<file path="config.mk">
export PLATFORM = sky130hd
export DESIGN_NAME = spi_paged_regs
export DESIGN_NICKNAME = d
export VERILOG_FILES = /design/src/rtl/spi_paged_pkg.sv /design/src/rtl/spi_pin_sync.sv /design/src/rtl/spi_word_shifter.sv /design/src/rtl/paged_access_ctrl.sv /design/src/rtl/paged_reg_array.sv /design/src/rtl/spi_paged_regs.sv
export SDC_FILE = /design/constraint.sdc
export NUM_CORES = 2
export LEC_CHECK = 0
export CAP_MARGIN = 10
export CORE_MARGIN = 5
export CORE_UTILIZATION = 25
export CTS_CLUSTER_SIZE = 25
export DETAILED_ROUTE_END_ITERATION = 6
export SLEW_MARGIN = 5
export SYNTH_ARGS = -nofsm -noshare
export SYNTH_HDL_FRONTEND = slang
export SYNTH_SLANG_ARGS = --single-unit
export TNS_END_PERCENT = 20
</file>
<file path="constraint.sdc">
create_clock -name clk -period 13.2 [get_ports clk]
set_clock_uncertainty 0.15 [all_clocks]
set_input_delay 2.64 -clock clk [delete_from_list [all_inputs] [get_ports clk]]
set_output_delay 2.64 -clock clk [all_outputs]
set_load 0.005 [all_outputs]
</file>
<file path="src/rtl/spi_paged_pkg.sv">
package spi_paged_pkg;

  // Command word layout; bit positions are what the host encodes.
  localparam int CMD_W        = 16;
  localparam int CMD_DIR_BIT  = 15;
  localparam int CMD_PAGE_LSB = 11;
  localparam int CMD_PAGE_W   = 4;
  localparam int CMD_LOC_LSB  = 5;
  localparam int CMD_LOC_W    = 6;
  localparam int CMD_RSVD_W   = 5;

  typedef struct packed {
    logic                  rd;
    logic [CMD_PAGE_W-1:0] page;
    logic [CMD_LOC_W-1:0]  loc;
    logic [CMD_RSVD_W-1:0] rsvd;
  } cmd_t;

  function automatic cmd_t decode_cmd(input logic [CMD_W-1:0] w);
    cmd_t c;
    c.rd   = w[CMD_DIR_BIT];
    c.page = w[CMD_PAGE_LSB +: CMD_PAGE_W];
    c.loc  = w[CMD_LOC_LSB +: CMD_LOC_W];
    c.rsvd = w[CMD_RSVD_W-1:0];
    return c;
  endfunction

endpackage

</file>
<file path="src/rtl/spi_pin_sync.sv">
module spi_pin_sync #(
  parameter int STAGES = 2
) (
  input  logic clk,
  input  logic rst,
  input  logic sclk,
  input  logic ss_n,
  input  logic mosi,
  output logic sclk_rise,
  output logic sclk_fall,
  output logic ss_fall,
  output logic ss_high,
  output logic mosi_s
);

  logic [STAGES-1:0] sclk_pipe, ss_pipe, mosi_pipe;
  logic              sclk_prev, ss_prev;

  generate
    if (STAGES == 1) begin : g_one
      always_ff @(posedge clk) begin
        if (rst) begin
          sclk_pipe <= '0;
          ss_pipe   <= '1;
          mosi_pipe <= '0;
        end else begin
          sclk_pipe <= sclk;
          ss_pipe   <= ss_n;
          mosi_pipe <= mosi;
        end
      end
    end else begin : g_many
      always_ff @(posedge clk) begin
        if (rst) begin
          sclk_pipe <= '0;
          ss_pipe   <= '1;
          mosi_pipe <= '0;
        end else begin
          sclk_pipe <= {sclk_pipe[STAGES-2:0], sclk};
          ss_pipe   <= {ss_pipe[STAGES-2:0], ss_n};
          mosi_pipe <= {mosi_pipe[STAGES-2:0], mosi};
        end
      end
    end
  endgenerate

  always_ff @(posedge clk) begin
    if (rst) begin
      sclk_prev <= 1'b0;
      ss_prev   <= 1'b1;
    end else begin
      sclk_prev <= sclk_pipe[STAGES-1];
      ss_prev   <= ss_pipe[STAGES-1];
    end
  end

  assign sclk_rise = sclk_pipe[STAGES-1] & ~sclk_prev;
  assign sclk_fall = ~sclk_pipe[STAGES-1] & sclk_prev;
  assign ss_fall   = ~ss_pipe[STAGES-1] & ss_prev;
  assign ss_high   = ss_pipe[STAGES-1];
  assign mosi_s    = mosi_pipe[STAGES-1];

endmodule

</file>
<file path="src/rtl/spi_word_shifter.sv">
module spi_word_shifter #(
  parameter int WORD_W = 16
) (
  input  logic              clk,
  input  logic              rst,
  input  logic              sclk_rise,
  input  logic              sclk_fall,
  input  logic              ss_fall,
  input  logic              ss_high,
  input  logic              mosi_s,
  input  logic              tx_load,
  input  logic [WORD_W-1:0] tx_word,
  output logic              word_done,
  output logic              word_is_cmd,
  output logic [WORD_W-1:0] rx_word,
  output logic              miso,
  output logic              miso_oe
);

  localparam int CNT_W = $clog2(WORD_W);
  localparam logic [CNT_W-1:0] LAST_BIT = CNT_W'(WORD_W - 1);

  logic [CNT_W-1:0]  bit_cnt_q;
  logic [WORD_W-1:0] rx_sr_q, tx_sr_q;
  logic              first_q;

  // Receive side: capture on falling edges, frame words of WORD_W bits.
  always_ff @(posedge clk) begin
    if (rst) begin
      bit_cnt_q   <= '0;
      rx_sr_q     <= '0;
      first_q     <= 1'b0;
      word_done   <= 1'b0;
      word_is_cmd <= 1'b0;
      rx_word     <= '0;
    end else begin
      word_done <= 1'b0;
      if (ss_high || ss_fall) begin
        bit_cnt_q <= '0;
        first_q   <= ss_fall;
      end else if (sclk_fall) begin
        rx_sr_q   <= {rx_sr_q[WORD_W-2:0], mosi_s};
        bit_cnt_q <= (bit_cnt_q == LAST_BIT) ? '0 : bit_cnt_q + 1'b1;
        if (bit_cnt_q == LAST_BIT) begin
          word_done   <= 1'b1;
          word_is_cmd <= first_q;
          rx_word     <= {rx_sr_q[WORD_W-2:0], mosi_s};
          first_q     <= 1'b0;
        end
      end
    end
  end

  // Transmit side: launch on rising edges, zeros until a word is loaded.
  always_ff @(posedge clk) begin
    if (rst) begin
      tx_sr_q <= '0;
      miso    <= 1'b0;
      miso_oe <= 1'b0;
    end else begin
      miso_oe <= ~ss_high;
      if (ss_high || ss_fall) begin
        tx_sr_q <= '0;
        miso    <= 1'b0;
      end else if (tx_load) begin
        tx_sr_q <= tx_word;
      end else if (sclk_rise) begin
        miso    <= tx_sr_q[WORD_W-1];
        tx_sr_q <= {tx_sr_q[WORD_W-2:0], 1'b0};
      end
    end
  end

  assert_cnt_clear_R9: assert property (@(posedge clk) disable iff (rst)
    ss_fall |=> (bit_cnt_q == '0));

  assert_tx_clear_R10: assert property (@(posedge clk) disable iff (rst)
    ss_fall |=> (tx_sr_q == '0) && !miso);

  assert_idle_oe_R10: assert property (@(posedge clk) disable iff (rst)
    ss_high |=> !miso_oe);

endmodule

</file>
<file path="src/rtl/paged_access_ctrl.sv">
module paged_access_ctrl
  import spi_paged_pkg::*;
#(
  parameter int WORD_W    = 16,
  parameter int NUM_PAGES = 4,
  localparam int LOC_W    = CMD_LOC_W,
  localparam int PSEL_W   = $clog2(NUM_PAGES),
  localparam int RF_AW    = PSEL_W + LOC_W
) (
  input  logic              clk,
  input  logic              rst,
  input  logic              ss_high,
  input  logic              sclk_rise,
  input  logic              word_done,
  input  logic              word_is_cmd,
  input  logic [WORD_W-1:0] rx_word,
  output logic [RF_AW-1:0]  rf_addr,
  output logic [WORD_W-1:0] rf_wdata,
  output logic              rf_we,
  output logic              rf_re,
  input  logic [WORD_W-1:0] rf_rdata,
  output logic              tx_load,
  output logic [WORD_W-1:0] tx_word
);

  cmd_t                  cmd;
  logic                  cmd_valid_q, rd_q;
  logic [CMD_PAGE_W-1:0] page_q, fetch_page;
  logic [LOC_W:0]        ptr_q, ptr_inc, fetch_ptr;
  logic                  page_ok, write_ok, do_write, do_fetch, fetch_oob;
  logic                  oob1_q, oob2_q, pend2_q;

  always_comb begin
    cmd        = decode_cmd(rx_word);
    ptr_inc    = ptr_q[LOC_W] ? ptr_q : ptr_q + (LOC_W+1)'(1);
    page_ok    = int'(page_q) < NUM_PAGES;
    write_ok   = page_ok && !ptr_q[LOC_W];
    do_write   = word_done && !word_is_cmd && cmd_valid_q && !rd_q;
    do_fetch   = word_done && (word_is_cmd ? cmd.rd : (cmd_valid_q && rd_q));
    fetch_page = word_is_cmd ? cmd.page : page_q;
    fetch_ptr  = word_is_cmd ? {1'b0, cmd.loc} : ptr_inc;
    fetch_oob  = (int'(fetch_page) >= NUM_PAGES) || fetch_ptr[LOC_W];
  end

  always_ff @(posedge clk) begin
    if (rst) begin
      cmd_valid_q <= 1'b0;
      rd_q        <= 1'b0;
      page_q      <= '0;
      ptr_q       <= '0;
      rf_we       <= 1'b0;
      rf_re       <= 1'b0;
      rf_addr     <= '0;
      rf_wdata    <= '0;
      oob1_q      <= 1'b0;
      oob2_q      <= 1'b0;
      pend2_q     <= 1'b0;
    end else begin
      rf_we   <= 1'b0;
      rf_re   <= 1'b0;
      pend2_q <= rf_re;
      oob2_q  <= oob1_q;
      if (word_done) begin
        if (word_is_cmd) begin
          cmd_valid_q <= 1'b1;
          rd_q        <= cmd.rd;
          page_q      <= cmd.page;
          ptr_q       <= {1'b0, cmd.loc};
        end else if (cmd_valid_q) begin
          ptr_q <= ptr_inc;
        end
      end
      if (ss_high) cmd_valid_q <= 1'b0;
      if (do_write && write_ok) begin
        rf_we    <= 1'b1;
        rf_addr  <= {page_q[PSEL_W-1:0], ptr_q[LOC_W-1:0]};
        rf_wdata <= rx_word;
      end
      if (do_fetch) begin
        rf_re   <= 1'b1;
        rf_addr <= {fetch_page[PSEL_W-1:0], fetch_ptr[LOC_W-1:0]};
        oob1_q  <= fetch_oob;
      end
    end
  end

  assign tx_load = pend2_q;
  assign tx_word = oob2_q ? '1 : rf_rdata;

  assert_ptr_bound_R4: assert property (@(posedge clk) disable iff (rst)
    ptr_q <= (LOC_W+1)'(2**LOC_W));

  assert_ptr_step_R4: assert property (@(posedge clk) disable iff (rst)
    (word_done && !word_is_cmd && cmd_valid_q && !ptr_q[LOC_W])
      |=> (ptr_q == $past(ptr_q) + (LOC_W+1)'(1)));

  assert_load_gap_R2: assert property (@(posedge clk) disable iff (rst)
    !(tx_load && sclk_rise));

  assert_we_not_re_R3: assert property (@(posedge clk) disable iff (rst)
    rf_we |-> !rf_re);

endmodule

</file>
<file path="src/rtl/paged_reg_array.sv">
module paged_reg_array #(
  parameter int WORD_W = 16,
  parameter int AW     = 8,
  localparam int DEPTH = 2**AW
) (
  input  logic              clk,
  input  logic [AW-1:0]     addr,
  input  logic              we,
  input  logic              re,
  input  logic [WORD_W-1:0] wdata,
  output logic [WORD_W-1:0] rdata
);

  logic [WORD_W-1:0] mem [DEPTH];

  always_ff @(posedge clk) begin
    if (we) mem[addr] <= wdata;
    if (re) rdata <= mem[addr];
  end

endmodule

</file>
<file path="src/rtl/spi_paged_regs.sv">
module spi_paged_regs #(
  parameter int WORD_W      = 16,
  parameter int NUM_PAGES   = 4,
  parameter int SYNC_STAGES = 2,
  localparam int RF_AW      = $clog2(NUM_PAGES) + spi_paged_pkg::CMD_LOC_W
) (
  input  logic clk,
  input  logic rst,
  input  logic sclk,
  input  logic ss_n,
  input  logic mosi,
  output logic miso,
  output logic miso_oe
);

  logic              sclk_rise, sclk_fall, ss_fall, ss_high, mosi_s;
  logic              word_done, word_is_cmd, tx_load, rf_we, rf_re;
  logic [WORD_W-1:0] rx_word, tx_word, rf_wdata, rf_rdata;
  logic [RF_AW-1:0]  rf_addr;

  spi_pin_sync #(.STAGES(SYNC_STAGES)) u_sync (
    .clk(clk), .rst(rst), .sclk(sclk), .ss_n(ss_n), .mosi(mosi),
    .sclk_rise(sclk_rise), .sclk_fall(sclk_fall), .ss_fall(ss_fall),
    .ss_high(ss_high), .mosi_s(mosi_s)
  );

  spi_word_shifter #(.WORD_W(WORD_W)) u_shift (
    .clk(clk), .rst(rst), .sclk_rise(sclk_rise), .sclk_fall(sclk_fall),
    .ss_fall(ss_fall), .ss_high(ss_high), .mosi_s(mosi_s),
    .tx_load(tx_load), .tx_word(tx_word), .word_done(word_done),
    .word_is_cmd(word_is_cmd), .rx_word(rx_word), .miso(miso), .miso_oe(miso_oe)
  );

  paged_access_ctrl #(.WORD_W(WORD_W), .NUM_PAGES(NUM_PAGES)) u_ctrl (
    .clk(clk), .rst(rst), .ss_high(ss_high), .sclk_rise(sclk_rise),
    .word_done(word_done), .word_is_cmd(word_is_cmd), .rx_word(rx_word),
    .rf_addr(rf_addr), .rf_wdata(rf_wdata), .rf_we(rf_we), .rf_re(rf_re),
    .rf_rdata(rf_rdata), .tx_load(tx_load), .tx_word(tx_word)
  );

  paged_reg_array #(.WORD_W(WORD_W), .AW(RF_AW)) u_regs (
    .clk(clk), .addr(rf_addr), .we(rf_we), .re(rf_re),
    .wdata(rf_wdata), .rdata(rf_rdata)
  );

  assert_reset_quiet_R1: assert property (@(posedge clk)
    $past(rst) |-> !miso_oe && !miso);

endmodule

</file>
==> impl_metrics.json <==
{
  "numClockSinks": 4218,
  "path_class": "flop to flop",
  "core-area_mm2": 0.6364,
  "synth_edf_count": 4112,
  "fin_crit_sh_pct": 44.13,
  "multi_input_area_mm2": 0.03250,
  "hold_violations": 0,
  "crit_fanout": 57,
  "reg2reg_to": "u_regs.rdata[1]",
  "required_ns": 13.69,
  "final_antenna_net_count": 0,
  "slowest_stage": "o41ai_1",
  "antenna_found_initial": 9,
  "synth_fp_nets": 7192,
  "status": "finished clean",
  "ys_top_cells_by_count": "edfxtp_1 (4,112), mux4_2 (1,024), a22oi_1 (533)",
  "drc_errors": 0,
  "rows": 293,
  "yosys_warnings": 0,
  "dieArea_mm2": 0.6544,
  "ys_async_sr_fraction_pct": 0,
  "avgRoutedWirePerCell_um": 25.34,
  "fmax_ghz": 0.1717,
  "power_density_mw_per_mm2": 140.4,
  "start_kind": "flop",
  "critical_path_arrival_ns": 6.32,
  "clk_latency_ns": 0.98,
  "numCtsBuffers": 423,
  "final_layout_size_suffix_gt1_share_pct": 26.87,
  "routabilityCongestion": 0.7956,
  "nFillCells": 61170,
  "rrSetupSlack_ns": 7.37,
  "max-cap-violations": 0,
  "drv_slew": 0,
  "synth_flop_cell": "edfxtp_1",
  "path_clk_slew_ns": 0.06,
  "grt.total_usage_pct": 12.13,
  "cts-root-buf": "clkbuf_16",
  "endpoint": "u_regs.rdata[1]",
  "die_y_um": 808.9,
  "ios": 7,
  "globalRoute.totalOverflow": 0,
  "synth-seq-cells": 4218,
  "r2r-start": "u_ctrl.rf_addr[1]",
  "via_per_inst": 4.759,
  "hp-class": "flop to flop",
  "portBuffers": 6,
  "start_util_pct": 25.07,
  "stdcell_count": 16300,
  "ys_types": 41,
  "vdd_drop_max_v": 0.0001236,
  "netlist_area_mm2": 0.1596,
  "fin_nets": 7540,
  "h-tree-depth": 5,
  "setup-tns-final_ns": 0,
  "rsz0062_at_grt": "no",
  "cts_setup_buffers": 0,
  "worst_path_largest_cell_delay_ns": 0.89,
  "finalSetupViolations": 0,
  "hpwl_mm": 231.5,
  "grt_max_degree": 193,
  "worst_r2r_path_depth": 9,
  "area_delta_synth_final_pct": 16.04,
  "tightest_slew_ns": 1.440,
  "max_slew_margin_pct": 3.991,
  "synth_area_leaders": "edfxtp_1 (77%), mux4_2 (14%), a22oi_1 (2.5%), dfxtp_1 (1.3%), a21oi_1 (1.0%)",
  "synth.avg_cell_area_um2": 22.21,
  "synth_top_cell_area_share_pct": 77.38,
  "grt_first_pass_wirelength_mm": 587.7,
  "cts_resized": 0,
  "synthesis.instances": 7185,
  "crit_chain": "buf_4 -> buf_4 -> buf_4 -> mux4_2 -> a22oi_1 -> a21oi_1 -> o41ai_1 -> buf_4 -> nand4_1",
  "cts_tree": "built",
  "synth_most_common_cell": "edfxtp_1",
  "crit_start": "u_ctrl.rf_addr[1]",
  "first_global_vias": 78520,
  "routed-via-count": 77570,
  "totalWireLength_mm": 413.1,
  "register_area_mm2": 0.1257,
  "p_leak_nw": 54.98,
  "crit_top_cell": "buf_4",
  "synth_top_cell_by_area": "edfxtp_1",
  "fin_util_pct": 29.10,
  "dp.cells": 15510,
  "die_x_um": 808.9,
  "cts.path.max_buffers": 4,
  "crit_path_end_kind": "flop",
  "hold_buffers": 0,
  "ys_seq_area_share_pct": 78.71,
  "layout_min_cycle_time_ns": 5.826,
  "first_pass_iters": 6,
  "drtIter0Drc": 9529
}
[critical path: cells and delay by family, from the launching register on]
kind / cells / cell delay, ns
compound gates: 3 / 1.32
flops: 1 / 0.84
mux: 1 / 0.41
simple gates: 1 / 0.09
buf+inv: 4 / 2.53
[metrics by stage]
stage | area [µm²] | hold slack [ns] | power, mW | worst slack, ns
floorplan | 159600 | 0.2395 | 14.75 | 8.797
global placement | 171600 | 0.2623 | 14.75 | 6.672
detailed placement | 171800 | 0.2592 | 14.75 | 7.167
CTS | 185100 | 0.2862 | 26.21 | 7.115
global route | 185100 | 0.3041 | 26.79 | 7.049
finish | 185200 | 0.2834 | 26.01 | 7.374
[registers in the layout (all words and copies together), names as in the netlist, 7 cells and up]
signal	count
u_shift.tx_sr_q	16
u_ctrl.rf_addr	8
u_ctrl.ptr_q	7
u_regs.rdata	16
u_ctrl.rf_wdata	16
u_shift.rx_sr_q	15
u_shift.rx_word	16
u_regs.mem	4096
[metal layers]
layer	part of all wire [%]	wire length, µm	global-route usage [%]
met1	40	163200	16.15
met3	8.3	34360	2.178
met5	0.0031	13	0
met4	3.5	14660	4.212
met2	49	200800	19.97
[worst min path at each step]
stage | start | endpoint | slack [ns] | cells past startpoint
after global placement | u_sync.ss_pipe[0] | u_sync.ss_pipe[1] | 0.26 | 1
after CTS | u_sync.ss_pipe[0] | u_sync.ss_pipe[1] | 0.29 | 1
after detailed placement | u_sync.ss_pipe[0] | u_sync.ss_pipe[1] | 0.26 | 1
after floorplan | u_sync.ss_pipe[0] | u_sync.ss_pipe[1] | 0.24 | 1
final | u_sync.ss_pipe[0] | u_sync.ss_pipe[1] | 0.28 | 1
after global routing | u_sync.ss_pipe[0] | u_sync.ss_pipe[1] | 0.30 | 1
[layout make-up]
class | count | area share [%]
repair buffers | 380 | 1.688
well taps | 8407 | 5.681
diodes | 10 | 0.01351
clock buffers | 537 | 6.020
flip-flops and latches | 4218 | 67.87
multi-input cells | 2506 | 17.55
inverters | 4 | 0.008108
clock inverters | 237 | 1.169
[cells in the final DEF, fill, tap and decap left out, types with 76 or more instances in the layout]
cell type	n
a21oi_1	321
a22oi_1	533
buf_4	351
clkbuf_1	104
clkbuf_16	426
clkinv_1	99
clkinv_2	76
dfxtp_1	88
edfxtp_1	4112
mux4_2	1024
nand2_1	106
nor2_1	197
[power by group]
part	switching [mW]	internal (mW)	total, mW	leakage (nW)
Sequential	0.00119	14.5	14.5	38.9
Combinational	0.00642	0.00257	0.00901	9.54
Clock	5.01	6.53	11.5	6.49
[logic make-up (layout without fill, tap and decap cells)]
family,count (synthesis),count (layout),synth area share [%]
flip-flops,4218,4218,78.71
multiplexers,1034,1034,14.51
AO/OA/AOI/OAI,963,963,4.055
AND/OR/NAND/NOR,499,499,1.360
buffers and inverters,461,1158,1.302
XOR/XNOR,8,8,0.04390
adder cells (fa/ha/maj),2,2,0.01568
other,0,10,0
Note: power is estimated with default switching activity, not from simulation.
